## src/rtl/hotswap_seq.sv

```systemverilog
module hotswap_seq #(
  parameter int CW = 16,
  parameter int CB_TICKS = 20
) (
  input  logic          clk,
  input  logic          rst_n,
  input  logic          uvlo_ok,
  input  logic          uv_det,
  input  logic          ov_det,
  input  logic          gate_high,
  input  logic          drain_low,
  input  logic          ilim_act,
  input  logic          short_det,
  input  logic          on_in,
  input  logic          disable_in,
  input  logic          pgood_in_n,
  input  logic [CW-1:0] nominal,
  output logic          gate_en,
  output logic          gate_fast_off,
  output logic          pg1,
  output logic          pg2,
  output logic          flt_ov,
  output logic          flt_uv,
  output logic          flt_oc,
  output logic          flt_pbad
);
  localparam int TW  = CW + 2;
  localparam int CBW = $clog2(CB_TICKS + 1);

  typedef enum logic [2:0] {
    S_OFF, S_START, S_RAMP, S_PG1W, S_PG2W, S_PGIC, S_ON, S_RETRY
  } state_t;

  typedef enum logic [1:0] {RK_1X, RK_4X, RK_OV} rkind_t;

  state_t         st;
  rkind_t         rk;
  logic [TW-1:0]  tcnt, lim;
  logic [CBW-1:0] cb;
  logic           boot, on_bit, on_q;

  wire on_rise    = !boot && on_in && !on_q;
  wire on_fall    = !boot && !on_in && on_q;
  wire on_eff     = on_rise | (on_bit & ~on_fall);
  wire off_req    = disable_in | ~on_eff;
  wire supply_bad = ~uvlo_ok | uv_det;
  wire ok         = ~off_req & ~supply_bad & ~ov_det;
  wire active     = (st == S_RAMP) || (st == S_PG1W) || (st == S_PG2W) ||
                    (st == S_PGIC) || (st == S_ON);
  wire cb_trip    = ilim_act && (cb == CBW'(CB_TICKS - 1));
  wire done       = (tcnt == lim);

  assign gate_en = active;

  always_comb begin
    case (st)
      S_PG2W:  lim = {1'b0, nominal, 1'b0} - TW'(1);
      S_PGIC:  lim = {nominal, 2'b00} - TW'(1);
      S_RETRY: lim = (rk == RK_4X) ? ({nominal, 2'b00} - TW'(1))
                                   : ({2'b00, nominal} - TW'(1));
      default: lim = {2'b00, nominal} - TW'(1);
    endcase
  end

  always_ff @(posedge clk or negedge rst_n) begin
    if (!rst_n) begin
      st            <= S_OFF;
      rk            <= RK_1X;
      tcnt          <= '0;
      cb            <= '0;
      boot          <= 1'b1;
      on_bit        <= 1'b0;
      on_q          <= 1'b0;
      pg1           <= 1'b0;
      pg2           <= 1'b0;
      flt_ov        <= 1'b0;
      flt_uv        <= 1'b0;
      flt_oc        <= 1'b0;
      flt_pbad      <= 1'b0;
      gate_fast_off <= 1'b0;
    end else begin
      on_q          <= on_in;
      flt_ov        <= 1'b0;
      flt_uv        <= 1'b0;
      flt_oc        <= 1'b0;
      flt_pbad      <= 1'b0;
      gate_fast_off <= 1'b0;
      tcnt          <= tcnt + TW'(1);
      cb            <= (active && ilim_act && !cb_trip) ? cb + CBW'(1) : '0;
      if (!boot) on_bit <= on_eff;

      if (active) begin
        if (off_req) begin
          st <= S_OFF; pg1 <= 1'b0; pg2 <= 1'b0; tcnt <= '0;
        end else if (supply_bad) begin
          st <= S_RETRY; rk <= RK_1X; flt_uv <= 1'b1;
          pg1 <= 1'b0; pg2 <= 1'b0; tcnt <= '0;
        end else if (ov_det) begin
          st <= S_RETRY; rk <= RK_OV; flt_ov <= 1'b1; tcnt <= '0;
        end else if (short_det) begin
          st <= S_RETRY; rk <= RK_4X; flt_oc <= 1'b1; gate_fast_off <= 1'b1;
          pg1 <= 1'b0; pg2 <= 1'b0; tcnt <= '0;
        end else if (cb_trip) begin
          st <= S_RETRY; rk <= RK_4X; flt_oc <= 1'b1;
          pg1 <= 1'b0; pg2 <= 1'b0; tcnt <= '0;
        end else begin
          case (st)
            S_RAMP: if (gate_high && drain_low) begin
              st <= S_PG1W; tcnt <= '0;
            end
            S_PG1W: if (done) begin
              pg1 <= 1'b1; st <= S_PG2W; tcnt <= '0;
            end
            S_PG2W: if (done) begin
              pg2 <= 1'b1; st <= S_PGIC; tcnt <= '0;
            end
            S_PGIC: begin
              if (!pgood_in_n) st <= S_ON;
              else if (done) begin
                st <= S_RETRY; rk <= RK_1X; flt_pbad <= 1'b1;
                pg1 <= 1'b0; pg2 <= 1'b0; tcnt <= '0;
              end
            end
            default: ;
          endcase
        end
      end else begin
        case (st)
          S_OFF: begin
            pg1 <= 1'b0;
            pg2 <= 1'b0;
            if (boot) begin
              if (done) begin
                boot <= 1'b0; on_bit <= on_in; tcnt <= '0;
              end
            end else if (ok) begin
              st <= S_START; tcnt <= '0;
            end
          end
          S_START: begin
            if (!ok) begin
              st <= S_OFF; tcnt <= '0;
            end else if (done) begin
              st <= S_RAMP; tcnt <= '0;
            end
          end
          S_RETRY: begin
            if (off_req) begin
              st <= S_OFF; tcnt <= '0;
            end else if (rk == RK_OV) begin
              if (!ov_det) begin
                st <= ok ? S_RAMP : S_OFF; tcnt <= '0;
              end
            end else if (done) begin
              st <= ok ? S_RAMP : S_OFF; tcnt <= '0;
            end
          end
          default: begin
            st <= S_OFF; tcnt <= '0;
          end
        endcase
      end
    end
  end

  p_gate_needs_ok_r2: assert property (@(posedge clk) disable iff (!rst_n)
    $rose(gate_en) |-> $past(ok));

  p_pg_order_r5: assert property (@(posedge clk) disable iff (!rst_n)
    pg2 |-> pg1);

  p_pg1_with_gate_r4: assert property (@(posedge clk) disable iff (!rst_n)
    $rose(pg1) |-> gate_en);

  p_pbad_clears_r6: assert property (@(posedge clk) disable iff (!rst_n)
    flt_pbad |-> (!pg1 && !pg2 && !gate_en && $past(pgood_in_n)));

  p_fast_off_r8: assert property (@(posedge clk) disable iff (!rst_n)
    gate_fast_off |-> (!gate_en && flt_oc && !pg1));

  p_ov_keeps_pg_r11: assert property (@(posedge clk) disable iff (!rst_n)
    flt_ov |-> (!gate_en && pg1 == $past(pg1) && pg2 == $past(pg2)));

  p_disable_off_r12: assert property (@(posedge clk) disable iff (!rst_n)
    disable_in |=> !gate_en);

  p_fault_excl_r13: assert property (@(posedge clk) disable iff (!rst_n)
    $onehot0({flt_ov, flt_uv, flt_oc, flt_pbad}));

  p_oc_single_r13: assert property (@(posedge clk) disable iff (!rst_n)
    flt_oc |=> !flt_oc);

  p_breaker_r7: assert property (@(posedge clk) disable iff (!rst_n)
    (flt_oc && !gate_fast_off) |-> $past(ilim_act));
endmodule

```

## config.mk

```make
export PLATFORM = sky130hd
export DESIGN_NAME = hotswap_seq
export DESIGN_NICKNAME = d
export VERILOG_FILES = /design/src/rtl/hotswap_seq.sv
export SDC_FILE = /design/constraint.sdc
export NUM_CORES = 1
export LEC_CHECK = 0
export ABC_AREA = 1
export BUFFER_PORTS_ARGS = -buffer_cell sky130_fd_sc_hd__clkbuf_2
export CORE_MARGIN = 2
export CORE_UTILIZATION = 31
export DETAILED_ROUTE_END_ITERATION = 12
export MAX_ROUTING_LAYER = met4
export SLEW_MARGIN = 20
export SYNTH_ARGS = -nofsm -noshare
export SYNTH_HDL_FRONTEND = slang
export SYNTH_SLANG_ARGS = --single-unit
```

## constraint.sdc

```tcl
create_clock -name clk -period 4.51 [get_ports clk]
set_clock_uncertainty 0.2 [all_clocks]
set_input_delay 0.451 -clock clk [delete_from_list [all_inputs] [get_ports clk]]
set_output_delay 0.451 -clock clk [all_outputs]
set_load 0.01 [all_outputs]
```

# == Yosys cells after proc, flatten, opt, wreduce, memory -nomap -nowiden ==
# Cells that the tools add are included.
# totals
reg_bits,38
# op_classes
n_eq_ne,28
addsub,5
reduce_logical,27
n_bitwise,13
n_mux,101
# op_table
op,n
18-bit 2-to-1 mux,16
18-bit one-hot mux with 3 select lines,3
3-bit 2-to-1 mux,19
1-bit 2-to-1 mux,50
"7-bit != test, second input constant",4
"18-bit by 1-bit adder with 18-bit output, second input constant",1
18-bit equality test,1
"17-bit by 1-bit subtractor with 18-bit output, second input constant",1
"18-bit by 1-bit subtractor with 18-bit output, second input constant",1
"16-bit by 1-bit subtractor with 17-bit output, second input constant",1
2-bit 2-to-1 mux,8
"8-bit != test, second input constant",2
5-bit nonzero test,3
"7-bit by 4-bit != test with 1-bit output, second input constant",2
"3-bit equality test, second input constant",4
3-bit one-hot mux with 4 select lines,1
6-bit AND reduction,2
"10-bit by 5-bit != test with 1-bit output, second input constant",1
"5-bit != test, second input constant",2
10-bit AND reduction,1
"9-bit != test, second input constant",1
3-bit one-hot mux with 3 select lines,1
1-bit logical AND,8
"4-bit != test, second input constant",2
20 further kinds,39

# == Logic depth before layout (Yosys ltp) ==
# logic_depth
word_depth,17
ltp_mapped,23

# == Worst setup path before layout ==
# No wires, ideal clock.
# synth_path
path_kind,in2reg
from,input nominal[0]
to,register tcnt[2]
n_path_buf,1
setup_ns,0.123
cell_stages,20
slack_ns,1.761
arrival_time_ns,2.426
cell_sequence,inv_1 ha_1 nand2_1 nor2_2 nand2_1 nand3_1 nand2_1 nand2_1 nand2_1 nand2_1 nand2_1 nor2_2 nand3_2 nor2_4 nand2_4 nand2_2 nand3_2 nand2_4 buf_12 a21oi_2
# synth_between
elab_chain_len,13
# synth_rtl
element,line,source
from (decl),17,"input logic [CW-1:0] nominal,"
18-bit by 1-bit subtractor with 18-bit output / 16-bit by 1-bit subtractor with 17-bit output (equally long branches),-,
18-bit 2-to-1 mux,59,"S_RETRY: lim = (rk == RK_4X) ? ({nominal, 2'b00} - TW'(1))"
18-bit one-hot mux with 3 select lines *,56,case (st)
18-bit equality test *,51,wire done = (tcnt == lim);
18-bit 2-to-1 mux *,-,
18-bit 2-to-1 mux,118,if (!pgood_in_n) st <= S_ON;
18-bit one-hot mux with 3 select lines,107,case (st)
18-bit 2-to-1 mux,103,end else if (cb_trip) begin
18-bit 2-to-1 mux,100,end else if (short_det) begin
18-bit 2-to-1 mux,98,end else if (ov_det) begin
18-bit 2-to-1 mux,95,end else if (supply_bad) begin
18-bit 2-to-1 mux,93,if (off_req) begin
18-bit 2-to-1 mux *,92,if (active) begin
to (signal assigned),88,tcnt <= tcnt + TW'(1);
to (decl),38,"logic [TW-1:0] tcnt, lim;"
# Mark *: on every way between the ends. The rest lies on a longest branch, timed or not.
# A chain may end at the register's enable or synchronous reset.

# == Final worst setup path ==
# layout_path
from,register st[2]
to,register tcnt[16]
# layout_between
elab_chain_len,12
# layout_rtl
element,line,source
from (decl),36,state_t st;
from (signal assigned),67,st <= S_OFF;
from (signal assigned),94,st <= S_OFF; pg1 <= 1'b0; pg2 <= 1'b0; tcnt <= '0;
from (signal assigned),96,st <= S_RETRY; rk <= RK_1X; flt_uv <= 1'b1;
3-bit equality test (on tied branches),-,
18-bit one-hot mux with 3 select lines,56,
18-bit equality test,51,
18-bit 2-to-1 mux,-,
18-bit 2-to-1 mux,118,
18-bit one-hot mux with 3 select lines,107,
18-bit 2-to-1 mux,103,
18-bit 2-to-1 mux,100,
18-bit 2-to-1 mux,98,
18-bit 2-to-1 mux,95,
18-bit 2-to-1 mux,93,
18-bit 2-to-1 mux *,92,
# Marked as above.

==> reports/results.txt <==
Total GRT Usage = 16.5%
Vias in the first global route = 3590
CP Launch Type = flop
Slew Limit Headroom = 38.0%
Layout area overhead = 12.8%
Max VDD drop = 0.000185 V
Slew @ Worst Pin = 0.930 ns
CP most frequent cell = nand2_1
Gp weighted congestion = 0.962
Cells after Synth = 584
Initial Utilization = 32.0%
PwrDens = 378 nW/um2
Crit share post-route = 73.8%
Final Cell Area = 4160 um2
Routed WL per cell = 13.2 um
Max_cap viols = 0
Remaining global-route overflow = 0
Register area = 952 um2
Failing checks = DRC
F_max = 300 MHz
Final max-slew violation count = 0
Placed cells = 754
Finished Layout Cells = 762
CTS H-tree depth = 2
CP peak stage delay = 0.56 ns
Post-CTS sizing = 0
Fill count = 1258
Placeable Area = 11500 um2
Die area = 12800 um2
Signal arrival time at the worst endpoint = 3.27 ns
RSZ-0062 raised after global routing = no
# clock sinks = 38
Fin util = 36.1%
Synthesized flop and latch total = 38
Crit path max-delay cell type = dfrtp_1
Layout cells sized above 1 = 15.2%
Number of synthesized flops with an enable pin = 0
Hold_buf cts = 0
CP top delay family = simple AND/OR/NAND/NOR gates
Synth Flop Type = dfrtp_1
Num ports = 36
Kind of critical path = flop to flop
Fin Setup TNS = 0 ns
WHS = 0.0960 ns
Die height = 113 um
Avg Vias per Cell = 5.08
WP buf/inv = 0
Drt pass-1 iters = 9
Sequential share of the synthesized area = 25.8%
Final setup violation count = 0
Crit Path Max Fanout = 18
Worst-path clk slew = 0.06 ns
TritonCTS clock tree = yes
Asr flop ratio synth = 100%
Ant. Diodes = 0
Yosys warns = 0
Die X = 113 um
Worst-skew pair later-pin latency = 0.28 ns
Status = finished, violations left
Clock Path Buffers = 2
Placed Area = 3960 um2
Root Buffer = clkbuf_16
Row cnt = 39
Port Buffers = 35
CP Cell Sequence = nand3_2 > o21ai_2 > nand2_1 > nand2_1 > nand2_1 > nand3_1 > nand2_1 > nor2_1 > nand2_1 > nor2_1 > nand2_1 > nor2_4 > nand3_1 > nand2_1 > nand3_2 > nand2_4 > a21boi_0
# nets final = 651
CP Capture Type = flop
Initial antenna violation count = 0
Routed Antenna Nets = 0
Largest net degree at the start of global routing = 39
Num CTS Buffers = 5
Cell Area, Synth = 3690 um2
Iter 0 DRT Violations = 273
Routed wire length = 10.0 mm
Required @ worst endpoint = 4.45 ns
Via count = 3868
Leakage Power = 2.01 nW
Detailed placer's ending HPWL = 8.07 mm
Synth unique cells = 41
Average size of a mapped cell = 6.31 um2
Hold Vio Cnt, Final = 0
Multi-input gate area = 2360 um2
Worst min path class = input pin to async pin
Mapped Nets = 617
Min Tclk post-route = 3.33 ns
Postcts setup bufs = 0
Residual DRC = 3
First-pass GRT wire length = 17.0 mm
## routing by layer
metal | routed length, um | up-vias | global-route usage [%]
li1 | - | 1947 | -
met1 | 4740 | 1790 | 22.3
met2 | 4600 | 116 | 26.0
met3 | 485 | 15 | 1.87
met4 | 207 | 0 | 5.45
met5 | 0 | - | -
## state kept, by name, indices dropped and copies added, names as in the netlist
| name | cells |
|---|---|
| cb | 5 |
| flt_pbad | 1 |
| on_bit | 1 |
| tcnt | 18 |
| on_q | 1 |
| pg1 | 1 |
| flt_oc | 1 |
| st | 3 |
| rk | 2 |
| gate_fast_off | 1 |
| flt_uv | 1 |
| pg2 | 1 |
| flt_ov | 1 |
| boot | 1 |
## worst register-to-register path: stages, from the launching register on
cell and delay [ns]:
dfrtp_1 0.56, nand3_2 0.17, o21ai_2 0.52, nand2_1 0.11
nand2_1 0.08, nand2_1 0.07, nand3_1 0.08, nand2_1 0.08
nor2_1 0.15, nand2_1 0.07, nor2_1 0.09, nand2_1 0.11
nor2_4 0.18, nand3_1 0.15, nand2_1 0.10, nand3_2 0.09
nand2_4 0.22, a21boi_0 0.15
## synthesized netlist by cell type (3+ instances only)
| cell type | number | area (um2) |
|---|---|---|
| nand2_1 | 181 | 679 |
| nand3_1 | 80 | 400 |
| inv_1 | 70 | 263 |
| nor2_1 | 70 | 263 |
| dfrtp_1 | 37 | 926 |
| o21ai_0 | 15 | 75.1 |
| xor2_1 | 14 | 123 |
| nand3_2 | 13 | 130 |
| nand4_1 | 11 | 68.8 |
| a21oi_2 | 10 | 87.6 |
| nor3_1 | 10 | 50.1 |
| a21boi_0 | 8 | 60.1 |
| inv_2 | 7 | 26.3 |
| a21oi_1 | 5 | 25.0 |
| ha_1 | 5 | 62.6 |
| nor2_4 | 5 | 56.3 |
| buf_2 | 4 | 20.0 |
| o21bai_1 | 4 | 30.0 |
| nand2_2 | 3 | 18.8 |
| nand2_4 | 3 | 33.8 |
| nor4_1 | 3 | 18.8 |
## where the power goes
part           total [mW]  leakage [nW]  internal (mW)  switching [mW]
combinational       0.698          1.40          0.209           0.489
clock               0.459        0.0940          0.318           0.142
sequential          0.412         0.514          0.373          0.0397
## logic make-up after synthesis
kind of cell / Yosys count / synth area share, %
compound gates: 50 / 9.54
xor+xnor: 16 / 3.80
fa+ha+maj: 5 / 1.70
flops: 38 / 25.8
buf+inv: 86 / 10.0
simple gates: 389 / 49.1
## stage by stage
step                      setup slack [ns]  power [mW]
after floorplan                       1.76       0.976
after global routing                 0.871        1.68
after global placement                1.23        1.11
after detailed placement              1.15        1.11
after CTS                             1.22        1.57
final                                 1.18        1.57
## final timing paths
kind / start / endpoint / cells after the start / slack, ns
worst min-delay path: rst_n / cb[4] / 1 / 0.1
max in group asynchronous: rst_n / tcnt[4] / 1 / 3.43
worst max register to register: st[2] / tcnt[16] / 17 / 1.18
min in group clk: on_in / on_q / 1 / 0.11
worst max-delay path: st[2] / tcnt[16] / 17 / 1.18
worst min register to register: cb[0] / cb[0] / 1 / 0.27
## placed cells by master, fill, tap and decap left out, types with 2 or more instances in the layout
| cell | Yosys | routed |
|---|---|---|
| nand2_1 | 181 | 181 |
| nand3_1 | 80 | 80 |
| inv_1 | 70 | 70 |
| nor2_1 | 70 | 70 |
| dfrtp_1 | 37 | 37 |
| clkbuf_2 | 0 | 35 |
| o21ai_0 | 15 | 15 |
| xor2_1 | 14 | 14 |
| nand3_2 | 13 | 13 |
| nand4_1 | 11 | 11 |
| nor3_1 | 10 | 10 |
| a21oi_2 | 10 | 10 |
| a21boi_0 | 8 | 8 |
| inv_2 | 7 | 7 |
| nor2_4 | 5 | 5 |
| a21oi_1 | 5 | 5 |
| ha_1 | 5 | 5 |
| clkbuf_16 | 0 | 5 |
| o21bai_1 | 4 | 4 |
| nand2_4 | 3 | 3 |
| nand2_2 | 3 | 3 |
| nor4_1 | 3 | 3 |
| o21ai_2 | 2 | 2 |
| nor2_2 | 2 | 2 |
| nand3b_1 | 2 | 2 |
| and2_1 | 2 | 2 |
| xnor2_1 | 2 | 2 |
| bufinv_16 | 0 | 2 |
## area by class of cell
class / instances / share of cell area [%]
Multi-Input combinational cell: 460 / 56.9
Sequential cell: 38 / 22.9
Inverter: 78 / 7.04
Tap cell: 143 / 4.30
Timing Repair Buffer: 35 / 4.21
Clock buffer: 5 / 3.01
Clock inverter: 3 / 1.66
No activity file was read; power rests on OpenSTA's default activity.
